`src/rtl/cfg_fetch_pkg.sv`:
```
package cfg_fetch_pkg;

  localparam int unsigned CFG_WORD_W     = 32;
  localparam int unsigned BYTE_W         = 8;
  localparam int unsigned BYTES_PER_WORD = CFG_WORD_W / BYTE_W;
  localparam int unsigned WORD_CNT       = 8;
  localparam int unsigned WIDX_W         = $clog2(WORD_CNT);

  typedef enum logic [1:0] {
    ST_IDLE  = 2'd0,
    ST_FETCH = 2'd1,
    ST_DONE  = 2'd2
  } fetchState_t;

  // Strobes from the control path to the word assembly datapath
  typedef struct packed {
    logic              capture;
    logic [WIDX_W-1:0] wordIdx;
  } ctlStrobe_t;

endpackage

```
`src/rtl/cfg_fetch_ctrl.sv`:
```
module cfg_fetch_ctrl
  import cfg_fetch_pkg::*;
#(
  parameter int unsigned ADDR_W      = 16,
  parameter int unsigned STRIDE      = 8,
  parameter int unsigned TOTAL_READS = 32
) (
  input  logic              clk,
  input  logic              rstN,
  input  logic              rdAck,
  output logic              rdReq,
  output logic [ADDR_W-1:0] rdAddr,
  output logic              fetchDone,
  output ctlStrobe_t        strobe
);

  localparam int unsigned CNT_W     = $clog2(TOTAL_READS);
  localparam int unsigned STRIDE_SH = $clog2(STRIDE);
  localparam int unsigned BYTE_SH   = $clog2(BYTES_PER_WORD);
  localparam logic [CNT_W-1:0] LAST_CNT = CNT_W'(TOTAL_READS - 1);

  fetchState_t      state;
  logic [CNT_W-1:0] readCnt;
  logic             handshake;
  logic             lastRead;
  logic [CNT_W-1:0] wordCnt;

  assign handshake = (state == ST_FETCH) && rdAck;
  assign lastRead  = (readCnt == LAST_CNT);
  assign wordCnt   = readCnt >> BYTE_SH;

  always_ff @(posedge clk) begin
    if (!rstN) begin
      state   <= ST_IDLE;
      readCnt <= '0;
    end else begin
      case (state)
        ST_IDLE:  state <= ST_FETCH;
        ST_FETCH: begin
          if (handshake) begin
            readCnt <= readCnt + 1'b1;
            if (lastRead) state <= ST_DONE;
          end
        end
        ST_DONE:  state <= ST_DONE;
        default:  state <= ST_IDLE;
      endcase
    end
  end

  assign rdReq          = (state == ST_FETCH);
  assign rdAddr         = ADDR_W'(readCnt) << STRIDE_SH;
  assign fetchDone      = (state == ST_DONE);
  assign strobe.capture = handshake;
  assign strobe.wordIdx = WIDX_W'(wordCnt);

  // each completed read moves the address up by one stride
  a_r2_addr_step: assert property (@(posedge clk) disable iff (!rstN)
    (rdReq && rdAck && !lastRead) |=> (rdAddr == $past(rdAddr) + ADDR_W'(STRIDE)));

  // without acknowledge the request and address hold
  a_r6_wait_ack: assert property (@(posedge clk) disable iff (!rstN)
    (rdReq && !rdAck) |=> (rdReq && $stable(rdAddr)));

  // done is sticky and the request is withdrawn
  a_r8_done_sticky: assert property (@(posedge clk) disable iff (!rstN)
    fetchDone |=> (fetchDone && !rdReq));

  // the final handshake ends the fetch
  a_r2_last_read: assert property (@(posedge clk) disable iff (!rstN)
    (rdReq && rdAck && lastRead) |=> fetchDone);

endmodule

```
`src/rtl/cfg_fetch_datapath.sv`:
```
module cfg_fetch_datapath
  import cfg_fetch_pkg::*;
(
  input  logic                  clk,
  input  logic                  rstN,
  input  ctlStrobe_t            strobe,
  input  logic [BYTE_W-1:0]     laneByte,
  input  logic [WIDX_W-1:0]     slaveIdx,
  output logic [CFG_WORD_W-1:0] masterWord,
  output logic [CFG_WORD_W-1:0] slaveWord
);

  logic [CFG_WORD_W-1:0] words [WORD_CNT];

  // Shifting left by one byte per capture puts the first byte in the MSB
  for (genvar g = 0; g < WORD_CNT; g++) begin : g_word
    always_ff @(posedge clk) begin
      if (!rstN) begin
        words[g] <= '0;
      end else if (strobe.capture && (strobe.wordIdx == WIDX_W'(g))) begin
        words[g] <= {words[g][CFG_WORD_W-BYTE_W-1:0], laneByte};
      end
    end
  end

  assign masterWord = words[0];
  assign slaveWord  = words[slaveIdx];

  // a capture leaves the new byte in the low byte of its word
  a_r5_byte_lands: assert property (@(posedge clk) disable iff (!rstN)
    strobe.capture |=> (words[$past(strobe.wordIdx)][BYTE_W-1:0] == $past(laneByte)));

  // with no capture pending, the master word holds
  a_r4_master_hold: assert property (@(posedge clk) disable iff (!rstN)
    !(strobe.capture && strobe.wordIdx == '0) |=> $stable(masterWord));

endmodule

```
`src/rtl/cfg_fetch_top.sv`:
```
module cfg_fetch_top
  import cfg_fetch_pkg::*;
#(
  parameter int unsigned ADDR_W     = 16,
  parameter int unsigned DATA_W     = 64,
  parameter int unsigned STRIDE     = 8,
  parameter int unsigned PREFIX_BIT = 22
) (
  input  logic              clk,
  input  logic              rstN,
  output logic              rdReq,
  output logic [ADDR_W-1:0] rdAddr,
  input  logic              rdAck,
  input  logic [DATA_W-1:0] rdData,
  input  logic [2:0]        slaveIdx,
  output logic [31:0]       slaveWord,
  output logic [31:0]       masterWord,
  output logic [31:0]       vecBase,
  output logic [31:0]       resetVector,
  output logic              cfgDone
);

  localparam int unsigned TOTAL_READS = WORD_CNT * BYTES_PER_WORD;
  localparam logic [31:0] HIGH_BASE   = 32'hFFF0_0000;
  localparam logic [31:0] VEC_OFFSET  = 32'h0000_0100;

  ctlStrobe_t        strobe;
  logic [BYTE_W-1:0] laneByte;
  logic              unusedLanes;

  assign laneByte    = rdData[DATA_W-1 -: BYTE_W];
  assign unusedLanes = ^rdData[DATA_W-BYTE_W-1:0];

  cfg_fetch_ctrl #(
    .ADDR_W      (ADDR_W),
    .STRIDE      (STRIDE),
    .TOTAL_READS (TOTAL_READS)
  ) u_ctrl (
    .clk       (clk),
    .rstN      (rstN),
    .rdAck     (rdAck),
    .rdReq     (rdReq),
    .rdAddr    (rdAddr),
    .fetchDone (cfgDone),
    .strobe    (strobe)
  );

  cfg_fetch_datapath u_dp (
    .clk        (clk),
    .rstN       (rstN),
    .strobe     (strobe),
    .laneByte   (laneByte),
    .slaveIdx   (slaveIdx),
    .masterWord (masterWord),
    .slaveWord  (slaveWord)
  );

  assign vecBase     = masterWord[PREFIX_BIT] ? HIGH_BASE : 32'h0;
  assign resetVector = vecBase + VEC_OFFSET;

  // the base takes only the two legal values
  a_r7_base_legal: assert property (@(posedge clk) disable iff (!rstN)
    (vecBase == 32'h0) || (vecBase == HIGH_BASE));

  // once done, the master word is frozen
  a_r8_words_frozen: assert property (@(posedge clk) disable iff (!rstN)
    cfgDone |=> $stable(masterWord));

endmodule

```
`config.mk`:
```
export PLATFORM = sky130hd
export DESIGN_NAME = cfg_fetch_top
export DESIGN_NICKNAME = d
export VERILOG_FILES = /design/src/rtl/cfg_fetch_pkg.sv /design/src/rtl/cfg_fetch_ctrl.sv /design/src/rtl/cfg_fetch_datapath.sv /design/src/rtl/cfg_fetch_top.sv
export SDC_FILE = /design/constraint.sdc
export NUM_CORES = 1
export LEC_CHECK = 0
export ABC_AREA = 0
export BUFFER_PORTS_ARGS = -buffer_cell sky130_fd_sc_hd__buf_2
export CELL_PAD_IN_SITES_DETAIL_PLACEMENT = 0
export CELL_PAD_IN_SITES_GLOBAL_PLACEMENT = 1
export CORE_MARGIN = 4
export CORE_UTILIZATION = 30
export DETAILED_ROUTE_END_ITERATION = 6
export PLACE_DENSITY = 0.61
export SLEW_MARGIN = 5
export SYNTH_ARGS = -nofsm -noshare
export SYNTH_HDL_FRONTEND = slang
export SYNTH_SLANG_ARGS = --single-unit
```
`constraint.sdc`:
```
create_clock -name clk -period 7.9 [get_ports clk]
set_input_delay 0.395 -clock clk [delete_from_list [all_inputs] [get_ports clk]]
set_output_delay 0.395 -clock clk [all_outputs]
set_load 0.02 [all_outputs]
```
# Yosys cells after proc, flatten, opt, wreduce, memory -nomap -nowiden
# Memories as Yosys holds them, arrays and structs flattened.
# Cells that the tools add are included.
dict set report totals {
  ff_bits 7
  latchBits 0
  mem_bits_rw 256
  rom_bits 0
  input_bits 70
  output_inout_bits 146
  word_cells 75
  memories 1
}
dict set report op_classes {
  n_addsub 2
  n_mul 0
  div_mod_pow 0
  n_lt_le_gt_ge 0
  eq_ne 12
  shifts 0
  mux 37
  bitwise_logic 8
  n_reduce_logical 13
}
# name depth width read_ports rd_clocked_by_memory_dff wr line
set memory_table {}
lappend memory_table {u_dp.words 8 32 9 0 8 cfg_fetch_datapath.sv:13} ;# logic [CFG_WORD_W-1:0] words [WORD_CNT];
# op n
set ops {}
lappend ops {{two-way mux 32 bit} 9}
lappend ops {{adder 32 x 9 -> 32 bit, second input constant} 1}
lappend ops {{two-way mux 1 bit} 25}
lappend ops {{equality test 3 bit, second input constant} 4}
lappend ops {{logical AND 1 bit} 9}
lappend ops {{bitwise OR 1 bit} 8}
lappend ops {{equality test 3 x 2 -> 1 bit, second input constant} 2}
lappend ops {{one-hot mux 2 bit (3 select lines)} 1}
lappend ops {{adder 5 x 1 -> 5 bit, second input constant} 1}
lappend ops {{equality test 5 bit, second input constant} 1}
lappend ops {{two-way mux 2 bit} 2}
lappend ops {{inequality test 2 x 1 -> 1 bit, second input constant} 2}
lappend ops {{AND reduction 2 bit} 2}
lappend ops {{equality test 3 x 1 -> 1 bit, second input constant} 1}
lappend ops {{zero test 3 bit} 1}
lappend ops {{equality test 2 x 1 -> 1 bit, second input constant} 1}
lappend ops {{equality test 2 bit, second input constant} 1}
lappend ops {{zero test 2 bit} 1}

# Longest topological paths before layout
dict set report logic_depth {
  word_depth 7
  mapped_depth 7
  ltp_nobuf 6
}

# By module
# From an unflattened synthesis, not the netlist that was laid out.
dict set report hier_totals {
  hier_cells 1018
  area_unflattened_um2 13043.8
}
# mod instances cells_each area_each_um2 seq_area_each_um2
set modules_own_cells {}
lappend modules_own_cells {cfg_fetch_datapath 1 899 12077.8 7687.4}
lappend modules_own_cells {cfg_fetch_top 1 66 488.0 0.0}
lappend modules_own_cells {cfg_fetch_ctrl 1 53 478.0 140.1}

# Worst setup path after synthesis
# Ideal clock, no wire load.
dict set report synth_path {
  path_type {flip-flop to flip-flop}
  from {register u_ctrl.state[1]}
  to {memory u_dp.words[0][0] (enable)}
  setup_time_ps 470
  arrival_ps 3718
  setup_slack_ps 3712
  path_stages_with_launch 7
  path_buffers 1
  cell_sequence {dfxtp_1 -> inv_1 -> ha_1 -> clkbuf_2 -> nand2_1 -> or2_2 -> o31ai_1}
}
# element line
set synth_rtl {}
lappend synth_rtl {{start, declared} cfg_fetch_ctrl.sv:22} ;# fetchState_t state;
lappend synth_rtl {{start signal, assigned} cfg_fetch_ctrl.sv:34} ;# state <= ST_IDLE;
lappend synth_rtl {{start signal, assigned} cfg_fetch_ctrl.sv:38} ;# ST_IDLE: state <= ST_FETCH;
lappend synth_rtl {{start signal, assigned} cfg_fetch_ctrl.sv:42} ;# if (lastRead) state <= ST_DONE;
lappend synth_rtl {{end, declared} cfg_fetch_datapath.sv:13}

# Worst setup path in the final report
dict set report layout_path {
  from {input slaveIdx[0]}
  to {output slaveWord[18]}
}
dict set report layout_between {
  elab_chain_len 1
}
# element line
set layout_rtl {}
lappend layout_rtl {{start, declared} cfg_fetch_top.sv:15} ;# input logic [2:0] slaveIdx,
lappend layout_rtl {{memory read (8 x 32 bit)} n/a}
lappend layout_rtl {{end, declared} cfg_fetch_top.sv:16} ;# output logic [31:0] slaveWord,
# Every way passes these cells.

==> impl_metrics.py <==
metrics = {
    "worst_setup_path": {
        "crit_path_end_kind": "output pin",
        "cpPeakStageDelay_ps": 720,
        "cp-start-kind": "primary input",
        "r2r_start": "u_ctrl.state[1]",
        "crit_path_max_fanout": 36,
        "crit_family": "buffers and inverters",
        "crit_top_cell": "buf_4",
        "critPathRequiredTime_ps": 7510,
        "critPathSlowestCell": "mux4_1",
        "startpoint": "slaveIdx[0]",
        "path_buf_inv": 3,
        "crit_chain": "buf_4 > buf_4 > mux4_1 > mux2_2 > buf_2",
        "arrival_ps": 2860,
        "criticalPathCategory": "in -> out",
    },
    "global_route": {
        "grtUsageTotal_pct": 12.9,
        "antenna_found_initial": 5,
        "grt_pass1_wl_um": 42700,
        "grt_overflow": 0,
        "grt_pass1_vias": 6356,
        "grt_max_degree": 65,
    },
    "cts": {
        "post_cts.repair.setup_buffers": 0,
        "h-tree-depth": 1,
        "cts_root_buffer": "clkbuf_16",
        "cts.sinks": 263,
        "clock_path_buffers": 3,
        "ctsResizeCount": 0,
        "clk_latency_ps": 560,
        "cts_buffers": 28,
        "path_clk_slew_ps": 60,
        "cts_tree": "done",
        "cts_hold_buf": 0,
    },
    "synth": {
        "post-synth-top-area-cell": "edfxtp_1",
        "mappedNetlistArea_um2": 12500,
        "synth.top_cells.by_area": "edfxtp_1, and2_1, mux4_2",
        "ys_seq_area_share_pct": 62.6,
        "synthMuxAreaShare_pct": 15.6,
        "synth_top_family_by_area": "multiplexers",
        "yosysWarnings": 0,
        "synth-main-ff-cell": "edfxtp_1",
        "ys_top_cells_by_count": "and2_1, edfxtp_1, buf_4",
        "synth_edf_count": 256,
        "synth_xor_area_share_pct": 0.140,
        "synth_cells": 790,
        "ys_ff_latch": 263,
        "yosys.area_share.simple_pct": 14.0,
        "synth_compound_area_share_pct": 0.641,
        "yosysTopAreaCellShare_pct": 61.5,
        "synth_adder_area_share_pct": 0.501,
        "post-synth-top-count-cell": "and2_1",
        "synth_cell_type_count": 32,
        "async_flop_share_pct": 0,
        "postSynthAreaPerCell_um2": 15.8,
    },
    "placed_design": {
        "gp_congestion": 0.735,
        "dpl.cell_count": 1370,
        "io_buffers": 108,
        "post-dp-hpwl_um": 18300,
    },
    "routing": {
        "detail-route-antenna-nets": 0,
        "wire_per_inst_um": 20.8,
        "drt_first_pass_iters": 5,
        "wl_um": 29700,
        "route.detailed.drc": 0,
        "vias": 6186,
        "via_per_inst": 4.35,
        "drt_iter0_drc": 386,
    },
    "die": {
        "die_h_um": 212,
        "dieArea_um2": 45000,
        "ioPinCount": 216,
        "core_area_um2": 41000,
        "core.rowCount": 74,
        "dieWidth_um": 212,
        "initial_utilization_pct": 30.5,
    },
    "power_and_ir_drop": {
        "total_power_mw": 3.34,
        "pwr-share-clk_pct": 37.3,
        "seqPwrFrac_pct": 49.9,
        "switchingPower_uw": 867,
        "power.leakage_nw": 5.37,
        "p_int_mw": 2.47,
        "p_per_area_nw_per_um2": 235,
        "worst_ir_drop_vdd_mv": 0.148,
        "p_comb_share_pct": 12.9,
        "sw_frac_of_total_pct": 25.9,
    },
    "finish": {
        "layout-drive-gt1-share_pct": 27.1,
        "area_growth_pct": 13.6,
        "fin_cells": 1423,
        "nNetsFinal": 943,
        "post-route-util_pct": 34.6,
    },
    "worst_hold_path": {
        "hold_path.class": "in -> reg",
        "hp-start": "rdAck",
    },
    "timing": {
        "fmax_mhz": 307,
        "drv_slew": 0,
        "hold_viol": 0,
        "tightest_slew_ps": 980,
        "maxSlewHeadroom_pct": 34.7,
        "finalCritPeriodShare_pct": 41.2,
        "tns_ps": 0,
        "layout_min_cycle_time_ps": 3250,
        "rsz0062_at_grt": "false",
        "setup-violations-final": 0,
        "finalClockSkew_ps": 23.8,
    },
    "run_status": {
        "outcome": "finished, final reports clean",
    },
    "flow_run": {
        "cap_violations": 0,
    },
}
-- power by group through the flow --
stage               clock network [mW]  registers (mW)  logic (mW)
detailed placement                   0            1.70       0.440
floorplan                            0            1.71       0.291
finish                            1.24            1.67       0.431
global placement                     0            1.69       0.439
global route                      1.33            1.68       0.460
CTS                               1.27            1.67       0.441
-- worst paths after layout --
| path | end | slack [ps] | cells past startpoint |
|---|---|---|---|
| setup reg to reg | u_dp.words[0][16] | 5470 | 6 |
| setup / recovery | slaveWord[18] | 4650 | 5 |
| hold reg to reg | u_ctrl.readCnt[1] | 520 | 2 |
| hold / removal | u_ctrl.readCnt[4] | 190 | 3 |
-- final cells by class --
class	count	area, µm²
Inverter	2	7.51
Clock inverter	19	144
Multi-Input combinational cell	453	4200
Clock buffer	33	719
Tap cell	532	666
Sequential cell	263	7830
Timing Repair Buffer	120	633
Antenna cell	1	2.50
Fill cell	3955	26800
-- stage by stage --
stage                     worst slack, ps  hold slack [ps]  area (µm²)
after global placement               4570              500       13300
final                                4650              191       14200
after floorplan                      3710              513       12700
after global routing                 4510              212       14200
after CTS                            4540              175       14200
after detailed placement             4540              511       13300
-- worst min-delay path, stage by stage --
cell and delay (ps):
buf_2 140, nand3_1 80, a21boi_0 60
-- cell families after synthesis --
logic type | Yosys count
simple gates | 284
flops | 263
buf+inv | 123
mux | 98
compound gates | 13
fa+ha+maj | 5
other cells | 2
xor+xnor | 2
-- layer usage --
layer | track usage (%) | up-vias | wire length [µm]
met5 | 0 | - | 23
met4 | 2.93 | 4 | 561
met3 | 2.83 | 39 | 2060
met2 | 18.6 | 184 | 13000
met1 | 19.8 | 3027 | 14000
li1 | - | 2932 | -
-- state kept, by name (all words and copies together) (netlist names) --
register and cells:
u_ctrl.state 2, u_ctrl.readCnt 5, u_dp.words 256
-- cell usage in the layout, fill, tap and decap left out, drive strengths merged, types with 5 or more instances in the layout --
| cell type | instances |
|---|---|
| and2 | 258 |
| buf | 120 |
| clkbuf | 33 |
| clkinv | 17 |
| conb | 51 |
| dfxtp | 7 |
| edfxtp | 256 |
| ha | 5 |
| mux2 | 32 |
| mux4 | 64 |
| nand3 | 5 |
| nor2 | 6 |
| o21ai | 7 |
No activity file was read; power rests on OpenSTA's default activity.
